==> config.mk <==
export PLATFORM = sky130hd
export DESIGN_NAME = i2c_scl_prescaler
export DESIGN_NICKNAME = d
export VERILOG_FILES = /design/src/rtl/i2c_tmr_pkg.sv /design/src/rtl/scl_phase_div.sv /design/src/rtl/sda_out_delay.sv /design/src/rtl/line_glitch_filter.sv /design/src/rtl/i2c_scl_prescaler.sv
export SDC_FILE = /design/constraint.sdc
export NUM_CORES = 1
export LEC_CHECK = 0
export BUFFER_PORTS_ARGS = -buffer_cell sky130_fd_sc_hd__clkbuf_2
export CORE_MARGIN = 2
export CORE_UTILIZATION = 55
export CTS_CLUSTER_DIAMETER = 40
export DETAILED_ROUTE_END_ITERATION = 12
export HOLD_SLACK_MARGIN = 0.1
export PLACE_DENSITY = 0.79
export SYNTH_ARGS = -nofsm -noshare
export SYNTH_HDL_FRONTEND = slang
export SYNTH_SLANG_ARGS = --single-unit
==> constraint.sdc <==
create_clock -name clk -period 2.5 [get_ports clk]
set_input_delay 0.5 -clock clk [delete_from_list [all_inputs] [get_ports clk]]
set_output_delay 0.5 -clock clk [all_outputs]
set_load 0.05 [all_outputs]
==> src/rtl/i2c_tmr_pkg.sv <==
package i2c_tmr_pkg;

    localparam int SCALE_W = 4;
    localparam int DLY_W   = 2;

    // Timing fields that are sampled at half-period boundaries
    typedef struct packed {
        logic               pre_hi;
        logic [SCALE_W-1:0] scale;
        logic [DLY_W-1:0]   dly_sel;
    } tmr_cfg_t;

endpackage

==> src/rtl/scl_phase_div.sv <==
module scl_phase_div
    import i2c_tmr_pkg::*;
#(
    parameter int PRE_LO_DIV = 16,
    parameter int PRE_HI_DIV = 512
) (
    input  logic             clk,
    input  logic             rst_n,
    input  logic             run,
    input  tmr_cfg_t         cfg_in,
    output logic [DLY_W-1:0] dly_act,
    output logic             scl_o,
    output logic             tick_o,
    output logic             fall_o
);

    localparam int HALF_LO = PRE_LO_DIV / 2;
    localparam int HALF_HI = PRE_HI_DIV / 2;
    localparam int PW      = (HALF_HI > 1) ? $clog2(HALF_HI) : 1;

    typedef struct packed {
        logic [PW-1:0]      pre_cnt;
        logic [SCALE_W-1:0] sc_cnt;
        logic               scl;
        logic               tick;
        logic               fall;
        tmr_cfg_t           cfg;
    } div_st_t;

    div_st_t st_d, st_q;
    logic [PW-1:0] pre_last;

    always_comb begin
        st_d      = st_q;
        st_d.tick = 1'b0;
        st_d.fall = 1'b0;
        pre_last  = st_q.cfg.pre_hi ? PW'(HALF_HI - 1) : PW'(HALF_LO - 1);
        if (!run) begin
            st_d.pre_cnt = '0;
            st_d.sc_cnt  = '0;
            st_d.scl     = 1'b1;
            st_d.cfg     = cfg_in;
        end else if (st_q.pre_cnt == pre_last) begin
            st_d.pre_cnt = '0;
            if (st_q.sc_cnt == st_q.cfg.scale) begin
                st_d.sc_cnt = '0;
                st_d.scl    = ~st_q.scl;
                st_d.tick   = 1'b1;
                st_d.fall   = st_q.scl;
                st_d.cfg    = cfg_in;
            end else begin
                st_d.sc_cnt = st_q.sc_cnt + 1'b1;
            end
        end else begin
            st_d.pre_cnt = st_q.pre_cnt + 1'b1;
        end
    end

    always_ff @(posedge clk or negedge rst_n) begin
        if (!rst_n) begin
            st_q     <= '0;
            st_q.scl <= 1'b1;
        end else begin
            st_q <= st_d;
        end
    end

    assign dly_act = st_q.cfg.dly_sel;
    assign scl_o   = st_q.scl;
    assign tick_o  = st_q.tick;
    assign fall_o  = st_q.fall;

    AST_IDLE_HIGH: assert property (@(posedge clk) disable iff (!rst_n)
        !run |=> (scl_o && !tick_o));

    AST_TICK_SINGLE: assert property (@(posedge clk) disable iff (!rst_n)
        tick_o && (st_q.cfg.pre_hi || st_q.cfg.scale != '0 || HALF_LO > 1) |=> !tick_o);

    AST_SCL_ONLY_ON_TICK: assert property (@(posedge clk) disable iff (!rst_n)
        (!tick_o && $past(run)) |-> $stable(scl_o));

    AST_PRE_RANGE: assert property (@(posedge clk) disable iff (!rst_n)
        st_q.pre_cnt <= (st_q.cfg.pre_hi ? PW'(HALF_HI - 1) : PW'(HALF_LO - 1)));

    AST_SCALE_RANGE: assert property (@(posedge clk) disable iff (!rst_n)
        st_q.sc_cnt <= st_q.cfg.scale);

endmodule

==> src/rtl/sda_out_delay.sv <==
module sda_out_delay
    import i2c_tmr_pkg::*;
#(
    parameter int DLY_STEP = 5
) (
    input  logic             clk,
    input  logic             rst_n,
    input  logic             run,
    input  logic             fall,
    input  logic [DLY_W-1:0] dly_sel,
    input  logic             req,
    output logic             oe_o
);

    localparam int MAXD = ((1 << DLY_W) - 1) * DLY_STEP;
    localparam int CW   = $clog2(MAXD + 1);

    typedef struct packed {
        logic [CW-1:0] cnt;
        logic          oe;
    } dly_st_t;

    dly_st_t st_d, st_q;
    logic [CW-1:0] dly_clks;

    always_comb begin
        st_d     = st_q;
        dly_clks = CW'(dly_sel) * CW'(DLY_STEP);
        if (!run) begin
            st_d.cnt = '0;
            st_d.oe  = 1'b0;
        end else if (fall) begin
            if (dly_clks == '0) begin
                st_d.oe = req;
            end else begin
                st_d.cnt = dly_clks - 1'b1;
            end
        end else if (st_q.cnt != '0) begin
            st_d.cnt = st_q.cnt - 1'b1;
        end else begin
            st_d.oe = req;
        end
    end

    always_ff @(posedge clk or negedge rst_n) begin
        if (!rst_n) begin
            st_q <= '0;
        end else begin
            st_q <= st_d;
        end
    end

    assign oe_o = st_q.oe;

    AST_OE_IDLE: assert property (@(posedge clk) disable iff (!rst_n)
        !run |=> !oe_o);

    AST_HOLD_WINDOW: assert property (@(posedge clk) disable iff (!rst_n)
        (run && !fall && st_q.cnt != '0) |=> $stable(oe_o));

    AST_HOLD_AT_FALL: assert property (@(posedge clk) disable iff (!rst_n)
        (run && fall && dly_sel != '0) |=> $stable(oe_o));

    AST_CNT_LIMIT: assert property (@(posedge clk) disable iff (!rst_n)
        st_q.cnt < CW'(MAXD));

endmodule

==> src/rtl/line_glitch_filter.sv <==
module line_glitch_filter #(
    parameter int FILT_LEN = 3
) (
    input  logic clk,
    input  logic rst_n,
    input  logic en,
    input  logic raw,
    output logic line_o
);

    localparam int HW = (FILT_LEN > 1) ? FILT_LEN - 1 : 1;

    typedef struct packed {
        logic [HW-1:0] hist;
        logic          line;
    } flt_st_t;

    flt_st_t st_d, st_q;
    logic [HW:0] win;

    always_comb begin
        st_d      = st_q;
        win       = {st_q.hist, raw};
        st_d.hist = win[HW-1:0];
        if (!en) begin
            st_d.line = raw;
        end else if (&win) begin
            st_d.line = 1'b1;
        end else if (~|win) begin
            st_d.line = 1'b0;
        end
    end

    always_ff @(posedge clk or negedge rst_n) begin
        if (!rst_n) begin
            st_q <= '1;
        end else begin
            st_q <= st_d;
        end
    end

    assign line_o = st_q.line;

    AST_FILT_NEWEST: assert property (@(posedge clk) disable iff (!rst_n)
        (line_o != $past(line_o)) |-> ($past(raw) == line_o));

    AST_FILT_SETTLED: assert property (@(posedge clk) disable iff (!rst_n)
        ($past(en) && (line_o != $past(line_o))) |-> ($past(raw, 2) == line_o));

endmodule

==> src/rtl/i2c_scl_prescaler.sv <==
module i2c_scl_prescaler
    import i2c_tmr_pkg::*;
#(
    parameter int PRE_LO_DIV = 16,
    parameter int PRE_HI_DIV = 512,
    parameter int DLY_STEP   = 5,
    parameter int FILT_LEN   = 3
) (
    input  logic               clk,
    input  logic               rst_n,
    input  logic               out_en,
    input  logic               pre_sel,
    input  logic [SCALE_W-1:0] scale,
    input  logic [DLY_W-1:0]   sda_dly,
    input  logic               filt_en,
    input  logic               sda_req,
    input  logic               scl_raw,
    input  logic               sda_raw,
    output logic               scl_out,
    output logic               phase_tick,
    output logic               sda_oe,
    output logic               scl_smp,
    output logic               sda_smp
);

    localparam int NLINES = 2;

    tmr_cfg_t         cfg_in;
    logic [DLY_W-1:0] dly_act;
    logic             scl_fall;
    logic [NLINES-1:0] raw_v;
    logic [NLINES-1:0] smp_v;

    assign cfg_in = '{pre_hi: pre_sel, scale: scale, dly_sel: sda_dly};

    scl_phase_div #(
        .PRE_LO_DIV(PRE_LO_DIV),
        .PRE_HI_DIV(PRE_HI_DIV)
    ) u_div (
        .clk    (clk),
        .rst_n  (rst_n),
        .run    (out_en),
        .cfg_in (cfg_in),
        .dly_act(dly_act),
        .scl_o  (scl_out),
        .tick_o (phase_tick),
        .fall_o (scl_fall)
    );

    sda_out_delay #(
        .DLY_STEP(DLY_STEP)
    ) u_dly (
        .clk    (clk),
        .rst_n  (rst_n),
        .run    (out_en),
        .fall   (scl_fall),
        .dly_sel(dly_act),
        .req    (sda_req),
        .oe_o   (sda_oe)
    );

    assign raw_v = {sda_raw, scl_raw};

    for (genvar li = 0; li < NLINES; li++) begin : g_line
        line_glitch_filter #(
            .FILT_LEN(FILT_LEN)
        ) u_flt (
            .clk   (clk),
            .rst_n (rst_n),
            .en    (filt_en),
            .raw   (raw_v[li]),
            .line_o(smp_v[li])
        );
    end

    assign scl_smp = smp_v[0];
    assign sda_smp = smp_v[1];

    AST_FALL_MATCHES_SCL: assert property (@(posedge clk) disable iff (!rst_n)
        scl_fall |-> (phase_tick && !scl_out));

endmodule

==> flow_metrics.env, run 1 <==
export IMPL_outcome="completed"
export IMPL_placedInstanceArea_um2=1680
export IMPL_tns_ns=0
export IMPL_cts_sinks=33
export IMPL_mappedNetlistNets=154
export IMPL_drt_iter0_drc=30
export IMPL_crit_type="reg2reg"
export IMPL_core_area_um2=2730
export IMPL_clk_path_buf_depth=2
export IMPL_critPathLaunchType="register"
export IMPL_finalMaxSlewViolations=0
export IMPL_avgRoutedWirePerCell_um=13.3
export IMPL_maxCapViolations=0
export IMPL_syn_inst=137
export IMPL_cts_resized=0
export IMPL_routed_wl_um=2550
export IMPL_holdCritPathClass="in2async"
export IMPL_setup_ws_ns=0.177
export IMPL_dpl_hpwl_um=1860
export IMPL_power_w=0.00121
export IMPL_h_tree_depth=2
export IMPL_min_period_ns=2.32
export IMPL_synth_edff_count=0
export IMPL_syn_area_um2=1560
export IMPL_worst_ep_arrival_time_ns=2.54
export IMPL_antenna_found_initial=0
export IMPL_worstPathRequired_ns=2.72
export IMPL_post_cts_buffers=0
export IMPL_yosys_top_cells_area="dfrtp_1, dfstp_2, mux2_4"
export IMPL_initial_utilization=0.572
export IMPL_clkSlewWorstSetupHoldPaths_ns=0.09
export IMPL_p_leak_nw=0.824
export IMPL_vdd_ir_drop_worst_mv=0.560
export IMPL_grt_pass1_vias=1047
export IMPL_ys_seq_area_frac=0.534
export IMPL_ys_ff_latch=33
export IMPL_vias=1019
export IMPL_io_pins=19
export IMPL_fin_skew_ns=0.00791
export IMPL_timing_final_crit_share=0.929
export IMPL_powerDensity_nw_per_um2=691
export IMPL_post_route_cells_drive_above_1_share=0.273
export IMPL_synth_ff_type="dfrtp_1"
export IMPL_synth_common_cells="dfrtp_1, nand2_1, nor2_1"
export IMPL_ys_warn_count=0
export IMPL_nNetsFinal=177
export IMPL_rsz0062_at_grt="false"
export IMPL_grt_pass1_wl_um=4420
export IMPL_maxSlewHeadroom=0.486
export IMPL_hold_buffers=0
export IMPL_grt_usage=0.184
export IMPL_fp_row_count=19
export IMPL_numPortBuffers=18
export IMPL_tightest_slew_ns=0.770
export IMPL_yosysTopAreaCell="dfrtp_1"
export IMPL_die_width_um=57.3
export IMPL_synthDistinctLibCells=31
export IMPL_die_area_um2=3280
export IMPL_clk_latency_ns=0.33
export IMPL_synth_avg_cell_area_um2=11.4
export IMPL_synth_top_area_share=0.416
export IMPL_cts_buffers=5
export IMPL_drc=0
export IMPL_path_max_fanout=7
export IMPL_root_buffer="clkbuf_4"
export IMPL_yosysMostFrequentCell="dfrtp_1"
export IMPL_gp_congestion=0.765
export IMPL_clock_fmax_ghz=0.431
export IMPL_cts_tree="yes"
export IMPL_place_ws_ns=0.191
export IMPL_grt_max_degree=34
export IMPL_detail_route_antenna_nets=0
export IMPL_hold_violations=0
export IMPL_design_area_um2=1750
export IMPL_area_growth_pct=11.8
export IMPL_synthArstFlopShare=1.00
export IMPL_worst_setup_path_end_kind="register"
export IMPL_vias_per_cell=5.31
export IMPL_firstDrtPassIters=4
export IMPL_n_antenna_cell=0
export IMPL_finalSetupViolations=0
export IMPL_fp_dieH_um=57.3
export IMPL_gr_total_overflow=0
==> sequential cells by signal (all words and copies together), names as in the netlist <==
register             cells
u_div.st_q              17
u_dly.st_q               4
g_line.u_flt.line_o      2
g_line.u_flt.st_d        2
g_line.u_flt.st_q        2
u_div.dly_act            2
u_div.fall_o             1
u_div.scl_o              1
u_div.tick_o             1
u_dly.oe_o               1
==> report_power, final <==
part / switching (W) / total [W] / internal (W) / leakage (nW)
registers: 0.0000357 / 0.000621 / 0.000585 / 0.415
logic: 0.000137 / 0.000252 / 0.000116 / 0.368
clock network: 0.000170 / 0.000333 / 0.000163 / 0.0413
total: 0.000342 / 0.00121 / 0.000864 / 0.824
==> path summary, 6_finish.rpt <==
path,startpoint,endpoint,slack [ns],depth (start not counted)
worst min register to register,g_line[0].u_flt.st_d[2]$_DFF_PN1_,g_line[0].u_flt.st_q[2]$_DFF_PN1_,0.38,0
min in group clk,sda_raw,g_line[1].u_flt.st_d[2]$_DFF_PN1_,0.27,1
max in group asynchronous,rst_n,u_div.st_q[5]$_DFFE_PN0P_,1.78,1
worst max register to register,u_div.st_q[17]$_DFF_PN0_,u_div.st_q[4]$_DFFE_PN0P_,0.18,5
worst min-delay path,rst_n,u_div.st_q[13]$_DFFE_PN0P_,0.23,1
worst max-delay path,u_div.st_q[17]$_DFF_PN0_,u_div.st_q[4]$_DFFE_PN0P_,0.18,5
==> metrics by stage <==
step,cells,hold slack (ns),utilization
after global routing,192,0.241,0.639
after floorplan,137,0.204,-
after detailed placement,184,0.365,0.613
final,192,0.228,0.639
after CTS,192,0.235,0.639
after global placement,184,0.362,0.613
==> logic make-up (layout without fill, tap and decap cells) <==
group	count (synthesis)	count (layout)	synth area share
and+or+nand+nor	52	52	0.175
DFF	33	33	0.534
AOI/OAI and AO/OA	19	19	0.0777
muxes	13	13	0.106
xor gates and xnor gates	11	11	0.0617
buffers and inverters	6	30	0.0216
adders and majority gates	3	3	0.0240
==> routing by layer <==
layer,part of all wire,up-vias,global-route usage
met5,0,-,0
met4,0.019,0,0.0797
met3,0.045,4,0.0771
met2,0.48,17,0.299
met1,0.45,484,0.213
li1,-,514,-
==> cell type report <==
type                       instances  area, µm²
fill                             218        987
sequential                        33        835
multi-input combinational         98        694
timing repair buffer              19       97.6
clock buffer                       7       65.1
tap                               31       38.8
inverter                           3       11.3
clock inverter                     1       5.00
==> worst max-delay path, cell delays in order (launching register included) <==
cell	delay (ns)
dfrtp_1	0.42
or4_1	0.53
or4_4	0.46
a21boi_4	0.20
or2b_2	0.29
mux2_4	0.32
==> cells in the final DEF (no fill, tap or decap), drive strengths merged, types with 2 or more instances in the layout <==
cell type,instances
and2,6
a21oi,6
nand2,11
o21ai,7
dfstp,7
nand3,5
mux2,7
xor2,9
ha,3
dfrtp,26
mux2i,6
a22oi,3
nor2,11
nand2b,2
a21boi,3
clkbuf,25
xnor2,2
or4,2
nor2b,7
inv,3
No activity file was read; power rests on OpenSTA's default activity.
==> run 2: changes to the inputs <==
--- a/config.mk
+++ b/config.mk
@@ -12,6 +12,7 @@
 export DETAILED_ROUTE_END_ITERATION = 12
 export HOLD_SLACK_MARGIN = 0.1
 export PLACE_DENSITY = 0.79
+export REMOVE_ABC_BUFFERS = 1
 export SYNTH_ARGS = -nofsm -noshare
 export SYNTH_HDL_FRONTEND = slang
 export SYNTH_SLANG_ARGS = --single-unit
==> run 2 against run 1 <==
Against the previous run: total power decreased by 3.6%; largest cell class unchanged; count of clock-buffer cells in the layout decreased by 1; clock power decreased by 16%; first-iteration DRC count increased by 130%; routed wire length increased by 3.8%; hold slack got worse by 0.0023 ns; highest routed layer unchanged; via count increased by 1.6%.
==> flow_metrics.env, run 2 (same netlist as run 1, synthesis figures left out) <==
export IMPL_crit_path_top_delay_cell="or4_1"
export IMPL_core_area_um2=2730
export IMPL_gr_total_overflow=0
export IMPL_gp_congestion=0.809
export IMPL_tns_ns=0
export IMPL_grt_pass1_vias=1010
export IMPL_switching_share=0.304
export IMPL_r2r_cells=5
export IMPL_worstPathRequired_ns=2.73
export IMPL_clk_path_buf_depth=2
export IMPL_regToRegEndpoint="u_div.st_q[3]$_DFFE_PN0P_"
export IMPL_powerDensity_nw_per_um2=673
export IMPL_holdCritPathClass="in2async"
export IMPL_clkSlewWorstSetupHoldPaths_ns=0.10
export IMPL_reg2reg_setup_slack_ns=0.16
export IMPL_min_period_ns=2.34
export IMPL_avgRoutedWirePerCell_um=13.8
export IMPL_outcome="completed"
export IMPL_cts_sinks=33
export IMPL_cts_resized=0
export IMPL_firstDrtPassIters=4
export IMPL_worst_hold_slack_ns=0.226
export IMPL_cpLargestDelayFamily="simple AND/OR/NAND/NOR gates"
export IMPL_dpl_hpwl_um=1900
export IMPL_antenna_found_initial=0
export IMPL_largest_reg_flops=17
export IMPL_grt_max_degree=34
export IMPL_n_antenna_cell=0
export IMPL_cts_tree="yes"
export IMPL_path_max_fanout=7
export IMPL_clock_fmax_ghz=0.428
export IMPL_timing_final_crit_share=0.935
export IMPL_p_switching_w=0.000354
export IMPL_fin_skew_ns=0.00820
export IMPL_root_buffer="clkbuf_4"
export IMPL_drc=0
export IMPL_worst_setup_path_end_kind="register"
export IMPL_finalSetupViolations=0
export IMPL_hold_violations=0
export IMPL_grt_pass1_wl_um=4750
export IMPL_crit_type="reg2reg"
export IMPL_initial_utilization=0.572
export IMPL_crit_buf_inv=0
export IMPL_cts_buffers=5
export IMPL_critPathLaunchType="register"
export IMPL_routed_wl_um=2650
export IMPL_p_comb_frac=0.223
export IMPL_largest_register="u_div.st_q"
export IMPL_io_pins=19
export IMPL_top_regs="u_div.st_q: 17 flops, u_dly.st_q: 4 flops"
export IMPL_die_area_um2=3280
export IMPL_worst_ep_arrival_time_ns=2.56
export IMPL_post_route_cells_drive_above_1_share=0.267
export IMPL_nNetsFinal=177
export IMPL_area_growth_pct=10.6
export IMPL_p_clk_frac=0.241
export IMPL_vdd_ir_drop_worst_mv=0.527
export IMPL_drt_iter0_drc=69
export IMPL_maxSlewHeadroom=0.478
export IMPL_p_int_w=0.000809
export IMPL_maxCapViolations=0
export IMPL_path_cells="or4_1 > or4_4 > a21boi_4 > or2b_2 > mux2_4"
export IMPL_layout_commonest_cell="dfrtp_1"
export IMPL_vias_per_cell=5.39
export IMPL_fp_row_count=19
export IMPL_detail_route_antenna_nets=0
export IMPL_fp_dieH_um=57.3
export IMPL_tightest_slew_ns=0.783
export IMPL_grt_usage=0.194
export IMPL_die_width_um=57.3
export IMPL_hold_buffers=0
export IMPL_numPortBuffers=18
export IMPL_seqPwrFrac=0.536
export IMPL_layout_common_cells="dfrtp_1, clkbuf_2, nand2_1, nor2_1, xor2_1"
export IMPL_finalMaxSlewViolations=0
export IMPL_r2r_start="u_div.st_q[17]$_DFF_PN0_"
export IMPL_h_tree_depth=2
export IMPL_p_leak_nw=0.815
export IMPL_vias=1035
export IMPL_clk_latency_ns=0.33
export IMPL_post_cts_buffers=0
export IMPL_cpPeakStageDelay_ns=0.54
export IMPL_rsz0062_at_grt="false"
==> run 2: cell types whose count changed in the layout (fill, tap and decap cells not counted) <==
cell	delta
clkbuf_8	-2
clkbuf_1	+1
clkinv_2	+1
==> run 2: power groups by stage <==
stage	Clock [W]	Combinational, W	Sequential, W
floorplan	0	0.000163	0.000654
global placement	0	0.000245	0.000629
detailed placement	0	0.000265	0.000631
CTS	0.000294	0.000267	0.000622
global route	0.000324	0.000294	0.000630
finish	0.000281	0.000259	0.000623
==> run 2: per-layer routing <==
metal	vias to the layer above	share of wire	track usage
met4	0	0.0034	0.0598
met1	505	0.46	0.258
met5	-	0	0
li1	512	-	-
met3	2	0.035	0.0680
met2	16	0.50	0.302
==> run 2: worst max path at each step <==
stage / start / slack, ns / depth (start not counted) / to
4_1_cts: u_div.st_q[17]$_DFF_PN0_ / 0.16 / 5 / u_div.st_q[2]$_DFFE_PN0P_
3_3_place_gp: u_div.st_q[17]$_DFF_PN0_ / 0.25 / 5 / u_div.st_q[6]$_DFFE_PN0P_
6_report: u_div.st_q[17]$_DFF_PN0_ / 0.16 / 5 / u_div.st_q[3]$_DFFE_PN0P_
3_5_place_dp: u_div.st_q[17]$_DFF_PN0_ / 0.16 / 5 / u_div.st_q[2]$_DFFE_PN0P_
2_1_floorplan: u_div.st_q[17]$_DFF_PN0_ / 0.30 / 5 / u_div.dly_act[0]$_DFFE_PN0P_
5_1_grt: u_div.st_q[17]$_DFF_PN0_ / 0.07 / 5 / u_div.st_q[4]$_DFFE_PN0P_
==> run 2: layout make-up <==
type / count / area, µm²
sequential: 33 / 835
multi-input combinational: 98 / 694
clock inverter: 2 / 10.0
timing repair buffer: 19 / 97.6
fill: 236 / 1010
clock buffer: 6 / 41.3
tap: 31 / 38.8
inverter: 3 / 11.3
==> run 2: through the flow <==
| stage | cells | utilization | power (W) | setup slack, ns | area [µm²] |
|---|---|---|---|---|---|
| after floorplan | 134 | - | 0.000817 | 0.301 | 1540 |
| after global placement | 184 | 0.613 | 0.000874 | 0.247 | 1680 |
| after detailed placement | 184 | 0.613 | 0.000897 | 0.162 | 1680 |
| after CTS | 192 | 0.632 | 0.00118 | 0.159 | 1730 |
| after global routing | 192 | 0.632 | 0.00125 | 0.0719 | 1730 |
| final | 192 | 0.632 | 0.00116 | 0.164 | 1730 |
==> run 3: changes to the inputs <==
--- a/config.mk
+++ b/config.mk
@@ -8,11 +8,12 @@
 export BUFFER_PORTS_ARGS = -buffer_cell sky130_fd_sc_hd__clkbuf_2
 export CORE_MARGIN = 2
 export CORE_UTILIZATION = 55
-export CTS_CLUSTER_DIAMETER = 40
+export CTS_CLUSTER_DIAMETER = 80
 export DETAILED_ROUTE_END_ITERATION = 12
 export HOLD_SLACK_MARGIN = 0.1
 export PLACE_DENSITY = 0.79
 export REMOVE_ABC_BUFFERS = 1
 export SYNTH_ARGS = -nofsm -noshare
 export SYNTH_HDL_FRONTEND = slang
+export SYNTH_HIERARCHICAL = 1
 export SYNTH_SLANG_ARGS = --single-unit
==> run 3 against run 2 <==
Against the previous run: the flow now finishes with violations (design-rule violations); utilization grew 0.088 points; critical path type unchanged; count of clock-buffer cells in the layout is the same; largest cell class unchanged; routed wire length grew 8.1%; sequential power grew 3.4%; worst setup slack gained 0.16 ns; flip-flop and latch count is the same.
==> flow_metrics.env, run 3 <==
export IMPL_synth_edff_count=0
export IMPL_r2r_start="u_div/st_q[18]$_DFF_PN0_"
export IMPL_synthDistinctLibCells=44
export IMPL_ys_ff_latch=33
export IMPL_fp_dieH_um=58.7
export IMPL_post_route_util=0.633
export IMPL_fin_cells=191
export IMPL_yosys_top_cells_area="dfrtp_1, dfstp_2, mux2_4"
export IMPL_top_regs="u_div/st_q: 17 flops, u_dly/st_q: 4 flops"
export IMPL_cts_sinks=33
export IMPL_vdd_ir_drop_worst_mv=0.370
export IMPL_rsz0062_at_grt="false"
export IMPL_yosysTopAreaCell="dfrtp_1"
export IMPL_gp_congestion=0.795
export IMPL_regToRegEndpoint="u_div/st_q[4]$_DFFE_PN0P_"
export IMPL_grt_pass1_vias=1148
export IMPL_die_width_um=58.7
export IMPL_layout_commonest_cell="dfrtp_1"
export IMPL_synthMuxAreaShare=0.0942
export IMPL_n_antenna_cell=0
export IMPL_layout_common_cells="dfrtp_1, clkbuf_2, nand3_1"
export IMPL_cts_resized=0
export IMPL_synth_ff_type="dfrtp_1"
export IMPL_min_period_ns=2.18
export IMPL_firstDrtPassIters=8
export IMPL_reg2reg_setup_slack_ns=0.32
export IMPL_syn_inst=142
export IMPL_post_cts_buffers=0
export IMPL_fin_skew_ns=0.00629
export IMPL_fp_row_count=19
export IMPL_synthArstFlopShare=1.00
export IMPL_synth_fa_ha_area_frac=0.0228
export IMPL_setup_ws_ns=0.319
export IMPL_post_route_cells_drive_above_1_share=0.269
export IMPL_grt_pass1_wl_um=5000
export IMPL_synth_compound_area_frac=0.109
export IMPL_area_growth_pct=7.83
export IMPL_violations="design-rule violations"
export IMPL_drc=1
export IMPL_routed_wl_um=2860
export IMPL_gr_total_overflow=0
export IMPL_h_tree_depth=2
export IMPL_io_pins=19
export IMPL_synth_xor_area_share=0.0585
export IMPL_grt_usage=0.199
export IMPL_timing_final_crit_share=0.872
export IMPL_nNetsFinal=176
export IMPL_clkSlewWorstSetupHoldPaths_ns=0.10
export IMPL_tns_ns=0
export IMPL_vias=1141
export IMPL_switching_share=0.307
export IMPL_p_leak_nw=0.767
export IMPL_p_int_w=0.000818
export IMPL_dr_wl_met2_um=1480
export IMPL_clk_latency_ns=0.33
export IMPL_outcome="finished, violations left"
export IMPL_largest_reg_flops=17
export IMPL_synth_avg_cell_area_um2=11.6
export IMPL_syn_area_um2=1650
export IMPL_largest_register="u_div/st_q"
export IMPL_avgRoutedWirePerCell_um=15.0
export IMPL_place_ws_ns=0.349
export IMPL_post_place_cells=183
export IMPL_p_clk_frac=0.234
export IMPL_wl_met3_um=154
export IMPL_highest_layer="met4"
export IMPL_critPathLaunchType="register"
export IMPL_yosysMostFrequentCell="dfrtp_1"
export IMPL_ys_warn_count=6
export IMPL_synth_simple_area_share=0.166
export IMPL_drt_iter0_drc=47
export IMPL_clk_path_buf_depth=2
export IMPL_path_max_fanout=8
export IMPL_dpl_hpwl_um=2040
export IMPL_synth_top_area_share=0.395
export IMPL_die_area_um2=3450
export IMPL_ys_seq_area_frac=0.507
export IMPL_r2r_cells=4
export IMPL_nFillCells=236
export IMPL_worst_setup_path_end_kind="register"
export IMPL_p_comb_frac=0.220
export IMPL_p_switching_w=0.000363
export IMPL_tightest_slew_ns=0.789
export IMPL_numPortBuffers=18
export IMPL_initial_utilization=0.587
export IMPL_vias_per_cell=5.97
export IMPL_synth_common_cells="dfrtp_1, nand3_1, nor2_1"
export IMPL_wl_met1_um=1200
export IMPL_maxCapViolations=0
export IMPL_seqPwrFrac=0.546
export IMPL_powerDensity_nw_per_um2=665
export IMPL_worstPathRequired_ns=2.72
export IMPL_cts_buffers=5
export IMPL_clock_fmax_ghz=0.459
export IMPL_detail_route_antenna_nets=0
export IMPL_worst_ep_arrival_time_ns=2.40
export IMPL_antenna_found_initial=0
export IMPL_power_w=0.00118
export IMPL_holdCritPathClass="in2async"
export IMPL_root_buffer="clkbuf_4"
export IMPL_crit_type="reg2reg"
export IMPL_finalMaxSlewViolations=0
export IMPL_hold_buffers=0
export IMPL_maxSlewHeadroom=0.474
export IMPL_core_area_um2=2810
export IMPL_cts_tree="yes"
export IMPL_finalSetupViolations=0
export IMPL_hold_violations=0
export IMPL_grt_max_degree=34
export IMPL_synth_top_family_by_area="simple AND/OR/NAND/NOR gates"
run 3: critical path, cell delays in order, from the launching register on:
cell and delay, ns:
dfrtp_1 0.45, or4_1 0.51, o22a_2 0.27, o31a_1 0.48
mux2_4 0.36
run 3: metrics by stage:
| step | instance area (µm²) | hold slack, ns |
|---|---|---|
| 6_report | 1780 | 0.237 |
| 5_1_grt | 1780 | 0.229 |
| 4_1_cts | 1780 | 0.243 |
| 3_5_place_dp | 1720 | 0.369 |
| 3_3_place_gp | 1720 | 0.364 |
| 2_1_floorplan | 1600 | 0.204 |
run 3: kinds of logic after synthesis:
family / Yosys count
AO/OA/AOI/OAI: 24
XOR/XNOR: 11
flip-flops: 33
multiplexers: 12
AND/OR/NAND/NOR: 46
buffers and inverters: 13
adder cells (fa/ha/maj): 3
run 3: how the worst max path moves through the flow:
stage                                   start                            to  slack (ns)  cells past startpoint
floorplan           u_div/st_q[6]$_DFFE_PN0P_  u_div/dly_act[0]$_DFFE_PN0P_        0.46                      4
global placement    u_div/st_q[6]$_DFFE_PN0P_     u_div/st_q[6]$_DFFE_PN0P_        0.39                      4
detailed placement   u_div/st_q[18]$_DFF_PN0_     u_div/st_q[3]$_DFFE_PN0P_        0.35                      4
CTS                  u_div/st_q[18]$_DFF_PN0_  u_div/dly_act[1]$_DFFE_PN0P_        0.33                      4
global route         u_div/st_q[18]$_DFF_PN0_     u_div/st_q[6]$_DFFE_PN0P_        0.25                      4
finish               u_div/st_q[18]$_DFF_PN0_     u_div/st_q[4]$_DFFE_PN0P_        0.32                      4
run 3: metal layers:
layer  vias up  GRT usage
met5         -          0
met4         0     0.0877
met3         2     0.0813
met2        26      0.335
met1       564      0.222
li1        549          -
run 3: power groups by stage:
stage                     Combinational, W  Clock (W)  Sequential (W)
after global routing              0.000285   0.000312        0.000651
after global placement            0.000249          0        0.000650
after floorplan                   0.000169          0        0.000673
after CTS                         0.000263   0.000290        0.000644
after detailed placement          0.000263          0        0.000654
final                             0.000260   0.000277        0.000644
run 3: cell type report:
type                       count  area, µm²  share of cell area
multi-input combinational     96        742               0.418
inverter                       5       18.8              0.0106
timing repair buffer          18       90.1              0.0507
clock inverter                 2       10.0             0.00564
sequential                    33        835               0.470
tap                           31       38.8              0.0218
clock buffer                   6       41.3              0.0233
